### config.mk
export PLATFORM = sky130hd
export DESIGN_NAME = ro_race_puf
export DESIGN_NICKNAME = d
export VERILOG_FILES = /design/src/rtl/puf_pkg.sv /design/src/rtl/osc_edge_sync.sv /design/src/rtl/osc_sel_mux.sv /design/src/rtl/race_counter.sv /design/src/rtl/chal_lfsr.sv /design/src/rtl/ro_race_puf.sv
export SDC_FILE = /design/constraint.sdc
export NUM_CORES = 1
export LEC_CHECK = 0
export BUFFER_PORTS_ARGS = -buffer_cell sky130_fd_sc_hd__buf_4
export CAP_MARGIN = 30
export CORE_UTILIZATION = 45
export CTS_CLUSTER_SIZE = 16
export DETAILED_ROUTE_END_ITERATION = 8
export PLACE_DENSITY_LB_ADDON = 0.05
export SLEW_MARGIN = 20
export SYNTH_ARGS = -nofsm -noshare
export SYNTH_HDL_FRONTEND = slang
export SYNTH_SLANG_ARGS = --single-unit
### constraint.sdc
create_clock -name clk -period 8.2 [get_ports clk]
set_clock_uncertainty 0.05 [all_clocks]
set_input_delay 1.64 -clock clk [delete_from_list [all_inputs] [get_ports clk]]
set_output_delay 1.64 -clock clk [all_outputs]
set_load 0.05 [all_outputs]
### src/rtl/puf_pkg.sv
// Package: shared helpers for the oscillator race core.
// Assumes LFSR widths from 2 to 8 bits.
package puf_pkg;

    localparam int LFSR_MAX_W = 8;

    // Returns the feedback tap mask of a maximal-length Fibonacci LFSR
    // that shifts toward the MSB. Bit i set means q[i] feeds the XOR.
    function automatic logic [LFSR_MAX_W-1:0] lfsr_taps(input int width);
        logic [LFSR_MAX_W-1:0] m;
        case (width)
            2:       m = 8'b0000_0011;
            3:       m = 8'b0000_0110;
            4:       m = 8'b0000_1100;
            5:       m = 8'b0001_0100;
            6:       m = 8'b0011_0000;
            7:       m = 8'b0110_0000;
            default: m = 8'b1011_1000;
        endcase
        return m;
    endfunction

endpackage

### src/rtl/osc_edge_sync.sv
// Module: osc_edge_sync
// Synchronizes a bank of asynchronous oscillator lines into the clock
// domain with two flops per line. A third flop holds the previous value,
// so a one-cycle pulse marks each rising edge.
// Assumes each line stays high and low for at least two clock cycles.
module osc_edge_sync #(
    parameter int WIDTH = 32
) (
    input  logic             clk,
    input  logic             rst_n,
    input  logic [WIDTH-1:0] async_i,
    output logic [WIDTH-1:0] rise_o
);

    logic [WIDTH-1:0] meta_q;
    logic [WIDTH-1:0] sync_q;
    logic [WIDTH-1:0] prev_q;

    // Purpose: the synchronizer chain and the delayed copy for edge detection.
    always_ff @(posedge clk) begin
        if (!rst_n) begin
            meta_q <= '0;
            sync_q <= '0;
            prev_q <= '0;
        end else begin
            meta_q <= async_i;
            sync_q <= meta_q;
            prev_q <= sync_q;
        end
    end

    // Purpose: a rising edge is a new high after a low.
    assign rise_o = sync_q & ~prev_q;

    AST_EDGE_SINGLE: assert property (@(posedge clk) disable iff (!rst_n)
        (|rise_o) |=> ((rise_o & $past(rise_o)) == '0));

endmodule

### src/rtl/osc_sel_mux.sv
// Module: osc_sel_mux
// Picks one edge-pulse line out of a bank with a binary select.
// Indexes beyond the bank size select nothing (output low).
module osc_sel_mux #(
    parameter int N     = 32,
    parameter int SEL_W = 5
) (
    input  logic [N-1:0]     line_i,
    input  logic [SEL_W-1:0] sel_i,
    output logic             pick_o
);

    logic [N-1:0] hit;

    // One-hot decode of the select ANDed with each line.
    for (genvar i = 0; i < N; i++) begin : g_dec
        assign hit[i] = line_i[i] & (sel_i == SEL_W'(i));
    end

    // Purpose: OR the one possible hit together.
    assign pick_o = |hit;

endmodule

### src/rtl/race_counter.sv
// Module: race_counter
// Edge counter for one side of the race. It shows its next value
// combinationally so the controller can detect full scale in the same
// cycle as the last edge. Assumes the controller drops run_i after
// full scale, so the count never wraps.
module race_counter #(
    parameter int CNT_W = 32
) (
    input  logic             clk,
    input  logic             rst_n,
    input  logic             clr_i,
    input  logic             run_i,
    input  logic             edge_i,
    output logic [CNT_W-1:0] cnt_o,
    output logic [CNT_W-1:0] nxt_o,
    output logic             full_nxt_o
);

    localparam logic [CNT_W-1:0] FULL = '1;

    logic [CNT_W-1:0] cnt_q;

    // Purpose: add one for a counted edge.
    assign nxt_o      = cnt_q + CNT_W'(run_i & edge_i);
    assign full_nxt_o = run_i & (nxt_o == FULL);
    assign cnt_o      = cnt_q;

    // Purpose: clear at start of a race, otherwise take the next value.
    always_ff @(posedge clk) begin
        if (!rst_n || clr_i) begin
            cnt_q <= '0;
        end else begin
            cnt_q <= nxt_o;
        end
    end

    AST_NO_OVERFLOW: assert property (@(posedge clk) disable iff (!rst_n)
        (cnt_q == FULL && !clr_i) |=> (cnt_q == FULL));
    AST_STEP_ONE: assert property (@(posedge clk) disable iff (!rst_n)
        !clr_i |=> (cnt_q == $past(cnt_q) || cnt_q == $past(cnt_q) + 1'b1));

endmodule

### src/rtl/chal_lfsr.sv
// Module: chal_lfsr
// Fibonacci LFSR that supplies pseudo-random challenges. The seed is
// 1 on reset, and the register advances only when step_i is high.
// Assumes a width that has a tap entry in puf_pkg.
module chal_lfsr #(
    parameter int W = 5
) (
    input  logic         clk,
    input  logic         rst_n,
    input  logic         step_i,
    output logic [W-1:0] q_o
);

    localparam logic [puf_pkg::LFSR_MAX_W-1:0] TAPS_FULL = puf_pkg::lfsr_taps(W);
    localparam logic [W-1:0] TAPS = TAPS_FULL[W-1:0];

    logic [W-1:0] q;
    logic         fb;

    // Purpose: XOR of the tapped bits.
    assign fb = ^(q & TAPS);

    // Purpose: seed on reset, shift on a step.
    always_ff @(posedge clk) begin
        if (!rst_n) begin
            q <= W'(1);
        end else if (step_i) begin
            q <= {q[W-2:0], fb};
        end
    end

    assign q_o = q;

    AST_LFSR_NONZERO: assert property (@(posedge clk) disable iff (!rst_n)
        q != '0);
    AST_LFSR_HOLD: assert property (@(posedge clk) disable iff (!rst_n)
        !step_i |=> $stable(q));

endmodule

### src/rtl/ro_race_puf.sv
// Module: ro_race_puf (top)
// Races two oscillator lines, one chosen from each bank by a shared
// challenge. The count of the slower line is latched when the faster
// one reaches full scale. Restart happens when enable is low or the
// active challenge changes. Assumes a LFSR width (log2 of the bank size)
// of 2 to 8 bits.
module ro_race_puf #(
    parameter int N_OSC = 32,
    parameter int CNT_W = 32,
    parameter int LO_W  = 8,
    parameter int SEL_W = $clog2(N_OSC)
) (
    input  logic             clk,
    input  logic             rst_n,
    input  logic             en_i,
    input  logic             chal_src_i,
    input  logic [SEL_W-1:0] chal_i,
    input  logic [N_OSC-1:0] osc_a_i,
    input  logic [N_OSC-1:0] osc_b_i,
    output logic [CNT_W-1:0] resp_o,
    output logic [LO_W-1:0]  resp_lo_o,
    output logic             done_o,
    output logic             tie_o,
    output logic [SEL_W-1:0] chal_used_o
);

    logic [N_OSC-1:0] rise_a, rise_b;
    logic             pick_a, pick_b;
    logic [SEL_W-1:0] lfsr_q, sel, sel_q;
    logic             restart, run, running_q, end_hit;
    logic [CNT_W-1:0] cnt_a, cnt_b, nxt_a, nxt_b;
    logic             full_a, full_b;
    logic [CNT_W-1:0] resp_q;
    logic             done_q, tie_q;

    osc_edge_sync #(.WIDTH(N_OSC)) u_sync_a (
        .clk(clk), .rst_n(rst_n), .async_i(osc_a_i), .rise_o(rise_a));
    osc_edge_sync #(.WIDTH(N_OSC)) u_sync_b (
        .clk(clk), .rst_n(rst_n), .async_i(osc_b_i), .rise_o(rise_b));

    osc_sel_mux #(.N(N_OSC), .SEL_W(SEL_W)) u_mux_a (
        .line_i(rise_a), .sel_i(sel), .pick_o(pick_a));
    osc_sel_mux #(.N(N_OSC), .SEL_W(SEL_W)) u_mux_b (
        .line_i(rise_b), .sel_i(sel), .pick_o(pick_b));

    chal_lfsr #(.W(SEL_W)) u_lfsr (
        .clk(clk), .rst_n(rst_n), .step_i(end_hit & chal_src_i), .q_o(lfsr_q));

    // Purpose: choose the challenge source and find restart conditions.
    always_comb begin
        sel     = chal_src_i ? lfsr_q : chal_i;
        restart = !en_i || (sel != sel_q);
        run     = running_q && !restart;
    end

    race_counter #(.CNT_W(CNT_W)) u_cnt_a (
        .clk(clk), .rst_n(rst_n), .clr_i(restart), .run_i(run),
        .edge_i(pick_a), .cnt_o(cnt_a), .nxt_o(nxt_a), .full_nxt_o(full_a));
    race_counter #(.CNT_W(CNT_W)) u_cnt_b (
        .clk(clk), .rst_n(rst_n), .clr_i(restart), .run_i(run),
        .edge_i(pick_b), .cnt_o(cnt_b), .nxt_o(nxt_b), .full_nxt_o(full_b));

    // Purpose: the race ends when either side saturates this cycle.
    assign end_hit = full_a | full_b;

    // Purpose: race state, challenge history and response latch.
    always_ff @(posedge clk) begin
        if (!rst_n) begin
            sel_q     <= '0;
            running_q <= 1'b1;
            resp_q    <= '0;
            done_q    <= 1'b0;
            tie_q     <= 1'b0;
        end else begin
            sel_q  <= sel;
            done_q <= end_hit;
            if (restart) begin
                running_q <= 1'b1;
            end else if (end_hit) begin
                running_q <= 1'b0;
            end
            if (end_hit) begin
                tie_q <= full_a & full_b;
                if (full_a && full_b) begin
                    resp_q <= '1;
                end else if (full_a) begin
                    resp_q <= nxt_b;
                end else begin
                    resp_q <= nxt_a;
                end
            end
        end
    end

    // Low byte view, zero-extended when the counter is narrow.
    if (CNT_W >= LO_W) begin : g_lo_slice
        assign resp_lo_o = resp_q[LO_W-1:0];
    end else begin : g_lo_ext
        assign resp_lo_o = {{(LO_W-CNT_W){1'b0}}, resp_q};
    end

    assign resp_o      = resp_q;
    assign done_o      = done_q;
    assign tie_o       = tie_q;
    assign chal_used_o = sel;

    AST_DONE_PULSE: assert property (@(posedge clk) disable iff (!rst_n)
        done_q |=> !done_q);
    AST_TIE_ALL_ONES: assert property (@(posedge clk) disable iff (!rst_n)
        tie_q |-> (resp_q == '1));
    AST_NO_DONE_DISABLED: assert property (@(posedge clk) disable iff (!rst_n)
        !en_i |=> !done_q);
    AST_RESP_HELD: assert property (@(posedge clk) disable iff (!rst_n)
        !done_q |-> ($stable(resp_q) && $stable(tie_q)));
    AST_CLEAR_ON_RESTART: assert property (@(posedge clk) disable iff (!rst_n)
        restart |=> (cnt_a == '0 && cnt_b == '0));

endmodule

==> results.md, run 1 <==
- CTS built an H-tree with a depth of 1.
- The number of clock sinks seen by CTS is between 300 and 400.
- The routed layout has 8206 vias.
- The minimum clock period after layout is 7.305 ns.
- The total routing resource utilization after global routing is between 20% and 30%.
- The final core area utilization is around 55%.
- The warning count from the yosys run is 0.
- The number of rows created at floorplan is 57.
- Summed over all failing endpoints, the final setup total negative slack is 0 ns.
- The starting density of the core is 46.02%.
- STA classifies the critical path startpoint as an input port.
- Clock-pin slew was measured on the worst setup and hold paths at 0.06 ns.
- The flow ran to the end, and the final reports show no timing, DRC or antenna violations.
- The sum of routed wire length over all layers is about 26000 um.
- The count of antenna diodes in the layout is 0.
- The via count of the first global-routing pass is 7740.
- The initial antenna violation count is 0.
- The number of buffers inserted by post-CTS setup repair is 0.
- The later pin in the worst-skew pair is clocked with a latency of approximately 0.57 ns.
- The required time of the worst setup path is 8.65 ns.
- Tracing the worst setup path back leads to its startpoint at chal_src_i.
- Entering global routing, the biggest net connects 108 pins.
- The startpoint identified for the worst hold timing path is u_sync_a.meta_q[9]$_SDFF_PN0_.
- The count of buffers inserted at the top-level ports is ~120.
- The tool flagged a number of max-cap violations equal to 0.
- The number of nets at the end of the flow is 1326.
- Dividing the final minimum period by the clock period gives about nine tenths.
- The post-synthesis area per instance is between 9 and 10 sq um.
- The number of buffers added to fix hold violations after cts is 0.
- The flip-flop and latch count after synthesis is roughly 300.
- The design draws 3.031 mW.
- The worst hold slack is 0.3798 ns.
- After technology mapping, the gate count stands at about 1100.
- The detailed-route vias per instance is slightly above 5.
- The number of buffers on the longest clock path is 3.
- Among all flip-flop cells after synthesis, the most frequent one is dfxtp_1.
- The transition at the pin with the smallest max-transition slack is 0.8741 ns.
- The detail route stage leaves a number of antenna-violating nets equal to 0.
- For this run, design rule violations remaining after detail routing come to 0.
- The largest fanout on the critical path is 42.
- The max-slew violation total from the final report was 0.
- The share of flip-flops with an asynchronous set or reset is 0%.
- The library cell used most frequently in the layout, excluding fill and tap cells, is dfxtp_1.
- Yosys mapped a number of flops with a built-in enable equal to 0.
- The die covers 0.02558 sq mm.
- The leakage power total is 4.931 nW.
- The die is between 150 and 200 um tall.
- The final count of hold timing violations is 0.
- The clock root buffer master is clkbuf_16.
- At the worst endpoint, the arrival time is 7.76 ns.
- The iteration-0 DRC count of the detailed router is ~430.
- The synthesized area is 0.01122 sq mm.
- Routability-driven placement finished with a final weighted congestion of about 0.9.
- Gates resized during post-CTS repair numbered 0.
- The first global-routing pass estimated 42120 um of wire.
- After synthesis, the netlist uses 61 different library cells.
- The achievable clock frequency is between 100 and 150 MHz.
- TritonCTS built the clock tree.
- For this run, the register share of the synthesized area comes to 53.68%.
- Dividing the detail-routed wire length by the instance count gives 16.56 um.
- The total half-perimeter wirelength after legalization and detailed placement is 18740 um.
- For this design the top-level I/O count stands at 120.
- The share of layout cells above drive strength 1 is 16.27%.
- The number of detailed-route iterations in the first pass is 5.
- The layout overhead on the synthesized area is 19.17%.
- For flop-to-flop paths, the worst setup slack is 1.84 ns.
- Setup repair after global routing left no endpoint under its margin.
- Synthesis produced a netlist with a net count of between 1000 and 1500.
- The worst ir drop on vdd is around 170 uV.
- The number of setup violations in the final report is 0.
- STA classifies the critical path endpoint as a flop.
- The total grt overflow is 0.
- The tightest min-delay check is of the reg2reg type.
- The power per unit of standard cell area is approximately 230 mW/mm^2.
- The setup path with the least slack is of type in2reg.
- The die outline width is 159.9 um.
- The worst pin sits at a relative slew slack of 41.28%.
- The worst register-to-register path begins at u_lfsr.q_o[4]$_SDFFE_PN0P_.
- The number of buffers created by CTS is 31.
- The region available for standard cell placement spans 0.02439 sq mm.
- The library cells used most frequently in the layout, excluding fill and tap cells, are dfxtp_1 (301), and2_1 (191), buf_4 (138), nor2_1 (95), nand3_1 (62).
==> synthesized netlist by cell type (8+ instances only) <==
cell      number  area, sq um
dfxtp_1      301         6026
and2_1       191         1195
nor2_1        95        356.6
nand3_1       62        310.3
clkbuf_1      40        150.1
xnor2_1       38        332.8
inv_1         34        127.6
nor3b_1       33        247.7
a21oi_1       29        145.1
nor4_1        28        175.2
xor2_1        28        245.2
nand2_1       27        101.4
nand4_1       27        168.9
o22a_1        21        183.9
and3_1        16        100.1
a31oi_1       14        87.58
nor3_1        14        70.07
o21a_1        10        75.07
mux2i_1        9        90.09
buf_2          8        40.04
buf_4          8        60.06
o21ai_0        8        40.04
or4_1          8        60.06
==> metrics by stage <==
step / instances / area [sq um] / worst slack, ns
2_1_floorplan: 1145 / 11220 / 1.498
3_3_place_gp: 1540 / 12340 / 0.4756
3_5_place_dp: 1540 / 12340 / 0.3446
4_1_cts: 1596 / 13380 / 0.9354
5_1_grt: 1596 / 13380 / 0.4125
6_report: 1596 / 13380 / 0.8947
==> sequential cells by signal (all words and copies together) (netlist names), 32 cells and up <==
name,count
resp_o,32
u_cnt_a.cnt_o,32
u_cnt_b.cnt_o,32
u_sync_a.meta_q,32
u_sync_a.prev_q,32
u_sync_a.sync_q,32
u_sync_b.meta_q,32
u_sync_b.prev_q,32
u_sync_b.sync_q,32
==> final timing paths <==
path | to | depth (start not counted)
worst min-delay path | u_sync_a.sync_q[9]$_SDFF_PN0_ | 1
worst min register to register | u_sync_a.sync_q[9]$_SDFF_PN0_ | 1
worst max-delay path | resp_o[5]$_SDFFE_PN0P_ | 21
worst max register to register | resp_o[5]$_SDFFE_PN0P_ | 20
==> layer usage <==
| layer | GRT usage [%] | wire length, um |
|---|---|---|
| met5 | 0 | 0 |
| met4 | 9.957 | 1234 |
| met3 | 3.792 | 1474 |
| met2 | 33.44 | 11960 |
| met1 | 26.65 | 11760 |
==> critical path, stage by stage <==
cell and delay, ns:
buf_4 0.15, mux2i_1 0.44, inv_1 0.22, nor3_1 0.72, and3b_1 0.26, nor4_1 0.05, o311ai_0 0.11, a31oi_1 0.14
a31oi_1 0.20, ha_1 0.25, ha_1 0.26, nand3_1 0.30, nor4_2 0.34, buf_4 0.19, nand4_1 0.11, xor2_1 0.23
or3_1 0.36, or4_2 1.10, buf_4 0.34, o22a_1 0.18, a21oi_1 0.13
==> kinds of logic after synthesis <==
| group | after synthesis | share of synthesized area, % |
|---|---|---|
| and+or+nand+nor | 544 | 28.10 |
| xor gates and xnor gates | 66 | 5.150 |
| AOI/OAI and AO/OA | 117 | 7.469 |
| adders and majority gates | 4 | 0.4459 |
| DFF | 301 | 53.68 |
| muxes | 11 | 1.048 |
| buffers and inverters | 102 | 4.102 |
==> final cells by class <==
cell class | instances | area (sq um)
repair buffers | 138 | 1036
clock inverters | 11 | 120.1
well taps | 324 | 405.4
fillers | 2251 | 11010
flip-flops and latches | 301 | 6026
clock buffers | 45 | 918.4
multi-input cells | 742 | 4740
inverters | 35 | 131.4
==> report_power, final <==
group / total (mW) / leakage, nW / internal, mW / switching (mW)
logic: 0.110 / 1.95 / 0.0547 / 0.0549
registers: 1.51 / 2.46 / 1.50 / 0.0118
clock network: 1.41 / 0.522 / 0.837 / 0.571
total: 3.03 / 4.93 / 2.39 / 0.638
(Power assumes the default switching activity.)
==> run 2: changes to the inputs <==
--- a/config.mk
+++ b/config.mk
@@ -5,8 +5,10 @@
 export SDC_FILE = /design/constraint.sdc
 export NUM_CORES = 1
 export LEC_CHECK = 0
+export ABC_AREA = 1
 export BUFFER_PORTS_ARGS = -buffer_cell sky130_fd_sc_hd__buf_4
 export CAP_MARGIN = 30
+export CORE_MARGIN = 4
 export CORE_UTILIZATION = 45
 export CTS_CLUSTER_SIZE = 16
 export DETAILED_ROUTE_END_ITERATION = 8
==> results.md, run 2 <==
- The total chip power is 3.227 mW (was 3.031 mW).
- The clock-pin transition on the worst setup and hold timing paths is 0.05 ns (was 0.06 ns).
- Commonest cells after routing, fill and taps aside: nand2_1 (602), inv_1 (313), dfxtp_1 (301), nor2_1 (199), nand3_1 (121) (was dfxtp_1 (301), and2_1 (191), buf_4 (138), nor2_1 (95), nand3_1 (62)).
- The number of unique standard cell types used by synthesis came to 35 (was 61).
- The most used flip-flop cell after synthesis is dfxtp_1 (unchanged).
- The clock tree from TritonCTS is built (unchanged).
- The number of setup violations in the final report was 0 (unchanged).
- The global-route wire length before repair is 52070 um (was 42120 um).
- The dominant cell type by area after synthesis is dfxtp_1 (unchanged).
- The number of buffers added to fix hold violations after cts is 0 (unchanged).
- The synthesized area is 0.01296 sq mm (was 0.01122 sq mm).
- The required time of the worst setup path was 8.61 ns (was 8.65 ns).
- The classification of the worst-slack hold path is reg2reg (unchanged).
- Commonest cells post-synth: nand2_1 (602), inv_1 (313), dfxtp_1 (301), nor2_1 (199), nand3_1 (121) (was dfxtp_1 (301), and2_1 (191), nor2_1 (95), nand3_1 (62), clkbuf_1 (40)).
- The final count of hold timing violations was 0 (unchanged).
- The critical path arrival was 6.97 ns (was 7.76 ns).
- Status: completed (unchanged).
- The worst ir drop on vdd is 148.3 uV (was 166.7 uV).
- The type of the setup path with the least slack was in2reg (unchanged).
- The post-synthesis area per instance is 6.973 sq um (was 9.803 sq um).
- Dominant cells by area after synthesis: dfxtp_1 (46%), nand2_1 (17%), inv_1 (9.1%) (was dfxtp_1 (54%), and2_1 (11%), nor2_1 (3.2%)).
- The aggregate negative setup slack is 0 ns (unchanged).
- The most repeated cell in the gate-level netlist after synthesis is nand2_1 (was dfxtp_1).
- The routability congestion estimate is 0.9014 (was 0.9183).
- The die outline width is 177.7 um (was 159.9 um).
- The die extent in y came to 177.7 um (was 159.9 um).
- The most common cell after layout, fill and taps aside is nand2_1 (was dfxtp_1).
- The share of flip-flops with an asynchronous set or reset was 0% (unchanged).
- The post-synth net total is 1936 (was 1222).
- The sequential cell area fraction in the yosys report is 46.49% (was 53.68%).
- RSZ-0062 raised after global routing: no (unchanged).
- The warning count from the yosys run came to 0 (unchanged).
- The layout overhead on the synthesized area is 17.37% (was 19.17%).
- The number of clock sinks seen by CTS is 301 (unchanged).
- The number of routed nets with antenna violations came to 0 (unchanged).
- The vias after detailed routing was 11020 (was 8206).
- The count of antenna diodes in the layout is 0 (unchanged).
- The detailed-route vias per instance is 4.669 (was 5.142).
- The number of rows created at floorplan is 61 (was 57).
- The initial antenna violation count is 0 (unchanged).
- The largest fanout on the critical path is 29 (was 42).
- The power per unit of standard cell area was 212.1 mW/mm^2 (was 226.6 mW/mm^2).
- The final cycle utilization of the critical path is 80.03% (was 89.09%).
- The endpoint of the most critical register-to-register path is resp_o[7]$_SDFFE_PN0P_ (was resp_o[5]$_SDFFE_PN0P_).
- The remaining design rule violation count came to 0 (unchanged).
- The area of the core region is 0.02809 sq mm (was 0.02439 sq mm).
- The iteration-0 DRC count of the detailed router came to 589 (was 433).
- The post-cts resize count was 0 (unchanged).
- The share of layout cells above drive strength 1 came to 12.05% (was 16.27%).
- The total grt overflow is 0 (unchanged).
- The final core area utilization was 54.17% (was 54.84%).
- The number of buffers on the longest clock path came to 3 (unchanged).
- The start point of the worst min-delay path is u_sync_b.meta_q[12]$_SDFF_PN0_ (was u_sync_a.meta_q[9]$_SDFF_PN0_).
- The sum of routed wire length over all layers was 32280 um (was 26430 um).
- The max-slew violation total from the final report is 0 (unchanged).
- The number of buffers created by CTS is 34 (was 31).
- The I/O pin count is 120 (unchanged).
- The starting density of the core is 46.15% (was 46.02%).
- The via count of the first global-routing pass is 10240 (was 7740).
- The count of buffers inserted at the top-level ports is 119 (unchanged).
- The max-capacitance violation count is 0 (unchanged).
- The number of nets at the end of the flow is 2035 (was 1326).
- The pin count of the biggest net entering global routing is 121 (was 108).
- The post-synthesis instance total is 1859 (was 1145).
- The achievable clock frequency is 152.4 MHz (was 136.9 MHz).
- The flip-flop and latch count after synthesis came to 301 (unchanged).
- The minimum clock period after layout is 6.563 ns (was 7.305 ns).
- The number of detailed-route iterations in the first pass was 5 (unchanged).
- The cell count of the worst reg-to-reg path is 26 (was 20).
- The total half-perimeter wirelength after legalization and detailed placement was 24160 um (was 18740 um).
- The critical path startpoint category was an input port (unchanged).
- The capturing element type of the critical path is a flop (unchanged).
- The end point of the most critical hold path is u_sync_b.sync_q[12]$_SDFF_PN0_ (was u_sync_a.sync_q[9]$_SDFF_PN0_).
- The leakage power total is 7.707 nW (was 4.931 nW).
- The relative max-transition margin was 39.42% (was 41.28%).
- The number of buffers inserted by post-CTS setup repair is 0 (unchanged).
- The deepest level of the CTS H-tree came to 2 (was 1).
- The clock root buffer master was clkbuf_16 (unchanged).
- The transition at the pin with the smallest max-transition slack is 0.9087 ns (was 0.8741 ns).
- The number of flops mapped to enable cells by yosys came to 0 (unchanged).
- The total routing resource utilization after global routing is 20.44% (was 20.69%).
- The startpoint of the lowest-slack register-to-register path is u_lfsr.q_o[4]$_SDFFE_PN0P_ (unchanged).
- The clock latency on the worst-skew pair is 0.52 ns (was 0.57 ns).
- The area share of the largest cell type after synthesis is 46.49% (was 53.68%).
- The average wire per cell in the routed design came to 13.67 um (was 16.56 um).
- The number of cells on the worst hold path was 2 (was 1).
- The setup slack on the worst flop-to-flop path is 2.71 ns (was 1.84 ns).
- The die area is 0.03158 sq mm (was 0.02558 sq mm).
[run 2: cell count changes in the layout (fill, tap and decap cells not counted), sizes merged, moves of 21 or more]
cell,previous run,this run
o22a,21,0
xor2,28,6
inv,35,326
a21oi,29,51
nand3,62,127
xnor2,38,2
nand2,27,624
nor2,96,226
nor4,31,2
and2,191,2
nand3b,6,59
[run 2: metal layers]
layer / vias up / wire length (um) / part of all wire, % / global-route usage [%]
met4: 0 / 792 / 2.5 / 5.833
met5: - / 0 / 0 / 0
li1: 5805 / - / - / -
met2: 269 / 15660 / 49 / 36.07
met1: 4895 / 14200 / 44 / 25.82
met3: 55 / 1628 / 5.0 / 3.302
[run 2: logic make-up (layout without fill, tap and decap cells)]
family / Yosys count / in the layout / share of synthesized area, %
AOI/OAI and AO/OA: 80 / 80 / 3.156
xor gates and xnor gates: 8 / 8 / 0.5406
adders and majority gates: 4 / 4 / 0.3861
buffers and inverters: 385 / 509 / 11.86
DFF: 301 / 301 / 46.49
and+or+nand+nor: 1081 / 1081 / 37.57
[run 2: how the worst max path moves through the flow]
stage / end / startpoint / cells past startpoint
3_5_place_dp: resp_o[7]$_SDFFE_PN0P_ / chal_src_i / 27
6_report: resp_o[7]$_SDFFE_PN0P_ / chal_src_i / 27
3_3_place_gp: resp_o[7]$_SDFFE_PN0P_ / chal_src_i / 27
4_1_cts: resp_o[7]$_SDFFE_PN0P_ / chal_src_i / 27
5_1_grt: resp_o[22]$_SDFFE_PN0P_ / chal_src_i / 25
2_1_floorplan: resp_o[23]$_SDFFE_PN0P_ / chal_src_i / 29
[run 2: metrics by stage]
step,worst slack [ns],cells,cell area [sq um],hold WS [ns]
2_1_floorplan,2.667,1859,12960,0.3405
5_1_grt,1.102,2361,15210,0.3801
4_1_cts,1.643,2361,15210,0.3584
3_3_place_gp,1.243,2300,14040,0.3431
3_5_place_dp,1.112,2300,14040,0.3463
6_report,1.637,2361,15210,0.3579
[run 2: final cells by class]
| cell class | count | area, sq um |
|---|---|---|
| Tap cell | 378 | 473.0 |
| Fill cell | 2772 | 12870 |
| Multi-Input combinational cell | 1173 | 5399 |
| Clock buffer | 49 | 937.1 |
| Sequential cell | 301 | 6026 |
| Clock inverter | 12 | 240.2 |
| Inverter | 327 | 1227 |
| Timing Repair Buffer | 121 | 912.1 |
[run 2: critical path, cell delays in order]
cell      delay, ns
buf_4          0.18
inv_2          0.14
nand2_1        0.09
nand2_1        0.37
inv_1          0.45
nor3_1         0.55
nand3b_1       0.15
nand4_1        0.13
nor2_1         0.05
a21oi_1        0.17
ha_1           0.23
ha_1           0.23
inv_2          0.08
nor2_4         0.15
nand2_2        0.11
o21ai_1        0.19
and2_1         0.18
nand2_1        0.06
nor2_1         0.08
nand2_1        0.09
nor2_4         0.48
nand2_2        0.53
nand2_2        0.33
inv_2          0.06
nor2_1         0.11
nand2_1        0.07
nand2_1        0.06
[run 2: report_power, final]
| part | total [mW] | switching, mW | leakage [nW] | internal, mW |
|---|---|---|---|---|
| registers | 1.52 | 0.0144 | 2.46 | 1.50 |
| clock network | 1.60 | 0.606 | 0.572 | 0.993 |
| logic | 0.111 | 0.0666 | 4.68 | 0.0445 |
==> run 3: changes to the inputs <==
==> constraint.sdc (replaced) <==
create_clock -name clk -period 6.85 [get_ports clk]
set_clock_uncertainty 0.05 [all_clocks]
set_input_delay 1.37 -clock clk [delete_from_list [all_inputs] [get_ports clk]]
set_output_delay 1.37 -clock clk [all_outputs]
set_load 0.05 [all_outputs]
==> results.md, run 3 (synthesized netlist as in run 2, its figures left out) <==
- The final count of hold timing violations came to 0 (unchanged).
- The relative max-transition margin is 45.31% (was 39.42%).
- The number of rows created at floorplan is 61 (unchanged).
- The deepest level of the CTS H-tree is 2 (unchanged).
- The post-cts resize count is 0 (unchanged).
- The detailed-route vias per instance is 4.712 (was 4.669).
- The layout overhead on the synthesized area is 17.90% (was 17.37%).
- The final core area utilization is 54.41% (was 54.17%).
- The minimum clock period after layout is 5.862 ns.
- Status: completed (unchanged).
- The sum of routed wire length over all layers was 31780 um (was 32280 um).
- The total half-perimeter wirelength after legalization and detailed placement was 23860 um (was 24160 um).
- The power per unit of standard cell area is 252.1 mW/mm^2 (was 212.1 mW/mm^2).
- The share of layout cells above drive strength 1 came to 12.63% (was 12.05%).
- The area of the core region is 0.02809 sq mm (unchanged).
- The number of clock sinks seen by CTS was 301 (unchanged).
- The die area was 0.03158 sq mm (unchanged).
- The initial antenna violation count was 0 (unchanged).
- The clock latency on the worst-skew pair is 0.52 ns (about the same).
- The count of buffers inserted at the top-level ports is 119 (unchanged).
- The routability congestion estimate was 0.9138 (was 0.9014).
- The number of cells on the worst hold path is 2 (unchanged).
- The number of buffers on the longest clock path is 3 (unchanged).
- The number of routed nets with antenna violations is 0 (unchanged).
- The global-route wire length before repair is 51760 um (was 52070 um).
- The classification of the worst-slack hold path is reg2reg (unchanged).
- The startpoint of the lowest-slack register-to-register path is u_lfsr.q_o[4]$_SDFFE_PN0P_ (unchanged).
- The minimum setup slack in the final design was 0.9876 ns (was 1.637 ns).
- The achievable clock frequency is 170.6 MHz.
- The count of antenna diodes in the layout is 0 (unchanged).
- The critical path arrival was 6.27 ns (was 6.97 ns).
- The type of the setup path with the least slack is in2reg (unchanged).
- The number of detailed-route iterations in the first pass is 7 (was 5).
- The max-capacitance violation count is 0 (unchanged).
- The worst ir drop on vdd is 247.1 uV (was 148.3 uV).
- The worst setup path startpoint is chal_src_i (unchanged).
- The clock tree from TritonCTS is built (unchanged).
- The die outline width is 177.7 um (unchanged).
- The iteration-0 DRC count of the detailed router is 578 (was 589).
- The aggregate negative setup slack came to 0 ns (unchanged).
- The max-slew violation total from the final report is 0 (unchanged).
- The number of buffers created by CTS came to 34 (unchanged).
- The average wire per cell in the routed design came to 13.44 um (was 13.67 um).
- The clock root buffer master is clkbuf_16 (unchanged).
- The die extent in y came to 177.7 um (unchanged).
- The cell count of the worst reg-to-reg path is 27 (was 26).
- The most common cell after layout, fill and taps aside was nand2_1 (unchanged).
- The via count of the first global-routing pass is 10540 (was 10240).
- The number of setup violations in the final report is 0 (unchanged).
- The pin count of the biggest net entering global routing is 117 (was 121).
- The post-place setup slack was 0.4707 ns (was 1.112 ns).
- The required time of the worst setup path is 7.25 ns (was 8.61 ns).
- In the finished design, the share of the clock period the worst path needs comes to 85.58%.
- Commonest cells after routing, fill and taps aside: nand2_1 (602), inv_1 (313), dfxtp_1 (301), nor2_1 (199), buf_4 (122) (was nand2_1 (602), inv_1 (313), dfxtp_1 (301), nor2_1 (199), nand3_1 (121)).
- The critical path startpoint category was an input port (unchanged).
- The clock-pin transition on the worst setup and hold timing paths came to 0.06 ns (was 0.05 ns).
- The total chip power is 3.853 mW (was 3.227 mW).
- The total grt overflow is 0 (unchanged).
- The leakage power total is 7.757 nW (was 7.707 nW).
- The total routing resource utilization after global routing came to 20.23% (was 20.44%).
- The largest fanout on the critical path was 29 (unchanged).
- The start point of the worst min-delay path is u_sync_b.meta_q[17]$_SDFF_PN0_ (was u_sync_b.meta_q[12]$_SDFF_PN0_).
- The starting density of the core is 46.15% (unchanged).
- The number of buffers added to fix hold violations after cts is 0 (unchanged).
- RSZ-0062 raised after global routing: no (unchanged).
- The capturing element type of the critical path is a flop (unchanged).
- The number of buffers inserted by post-CTS setup repair is 0 (unchanged).
- The remaining design rule violation count came to 0 (unchanged).
- The I/O pin count came to 120 (unchanged).
- The vias after detailed routing was 11150 (was 11020).
- The transition at the pin with the smallest max-transition slack is 0.8194 ns (was 0.9087 ns).
- The number of nets at the end of the flow is 2038 (was 2035).
-- run 3: worst max-delay path, stage by stage --
cell and delay [ns]:
buf_4 0.20, inv_2 0.11, nand2_1 0.09, nand2_1 0.26
inv_1 0.59, nand3_1 0.19, or3b_2 0.47, nand4_1 0.10
nor2_1 0.05, a21oi_1 0.17, ha_1 0.20, ha_1 0.21
nand2_2 0.08, nor2_4 0.15, nand2_2 0.12, nor2_4 0.19
nand2_1 0.09, nand2_1 0.11, nand2_1 0.06, nor2_1 0.12
nand2_2 0.10, nor2_8 0.26, nand3_4 0.36, nand2_2 0.30
inv_2 0.05, nor2_1 0.11, nand2_1 0.07, nand2_1 0.05
-- run 3: path summary, 6_finish.rpt --
kind                                                       end  slack [ns]
worst max-delay path                    resp_o[7]$_SDFFE_PN0P_        0.99
worst min-delay path            u_sync_b.sync_q[17]$_SDFF_PN0_        0.36
worst max register to register          resp_o[7]$_SDFFE_PN0P_        1.72
worst min register to register  u_sync_b.sync_q[17]$_SDFF_PN0_        0.36
-- run 3: layer usage --
| layer | vias to the layer above | global-route usage, % | routed length (um) |
|---|---|---|---|
| met1 | 4952 | 24.71 | 13610 |
| met4 | 0 | 9.249 | 1514 |
| met5 | - | 0 | 0 |
| met3 | 97 | 4.261 | 2012 |
| met2 | 300 | 34.23 | 14640 |
| li1 | 5796 | - | - |
-- run 3: through the flow --
stage / instance area, sq um / hold WS (ns) / instances
floorplan: 12960 / 0.3405 / 1859
global placement: 14050 / 0.3454 / 2302
detailed placement: 14050 / 0.3447 / 2302
CTS: 15250 / 0.3592 / 2364
global route: 15280 / 0.3771 / 2365
finish: 15280 / 0.3563 / 2365
-- run 3: final cells by class --
cell class	count	area, sq um
repair buffers	124	954.7
clock buffers	47	1001
inverters	327	1227
clock inverters	15	201.4
flip-flops and latches	301	6026
fillers	2865	12800
multi-input cells	1173	5399
well taps	378	473.0
-- run 3: power breakdown --
| part | switching, mW | total (mW) | internal (mW) |
|---|---|---|---|
| registers | 0.0163 | 1.81 | 1.80 |
| clock network | 0.725 | 1.90 | 1.18 |
| logic | 0.0800 | 0.135 | 0.0546 |
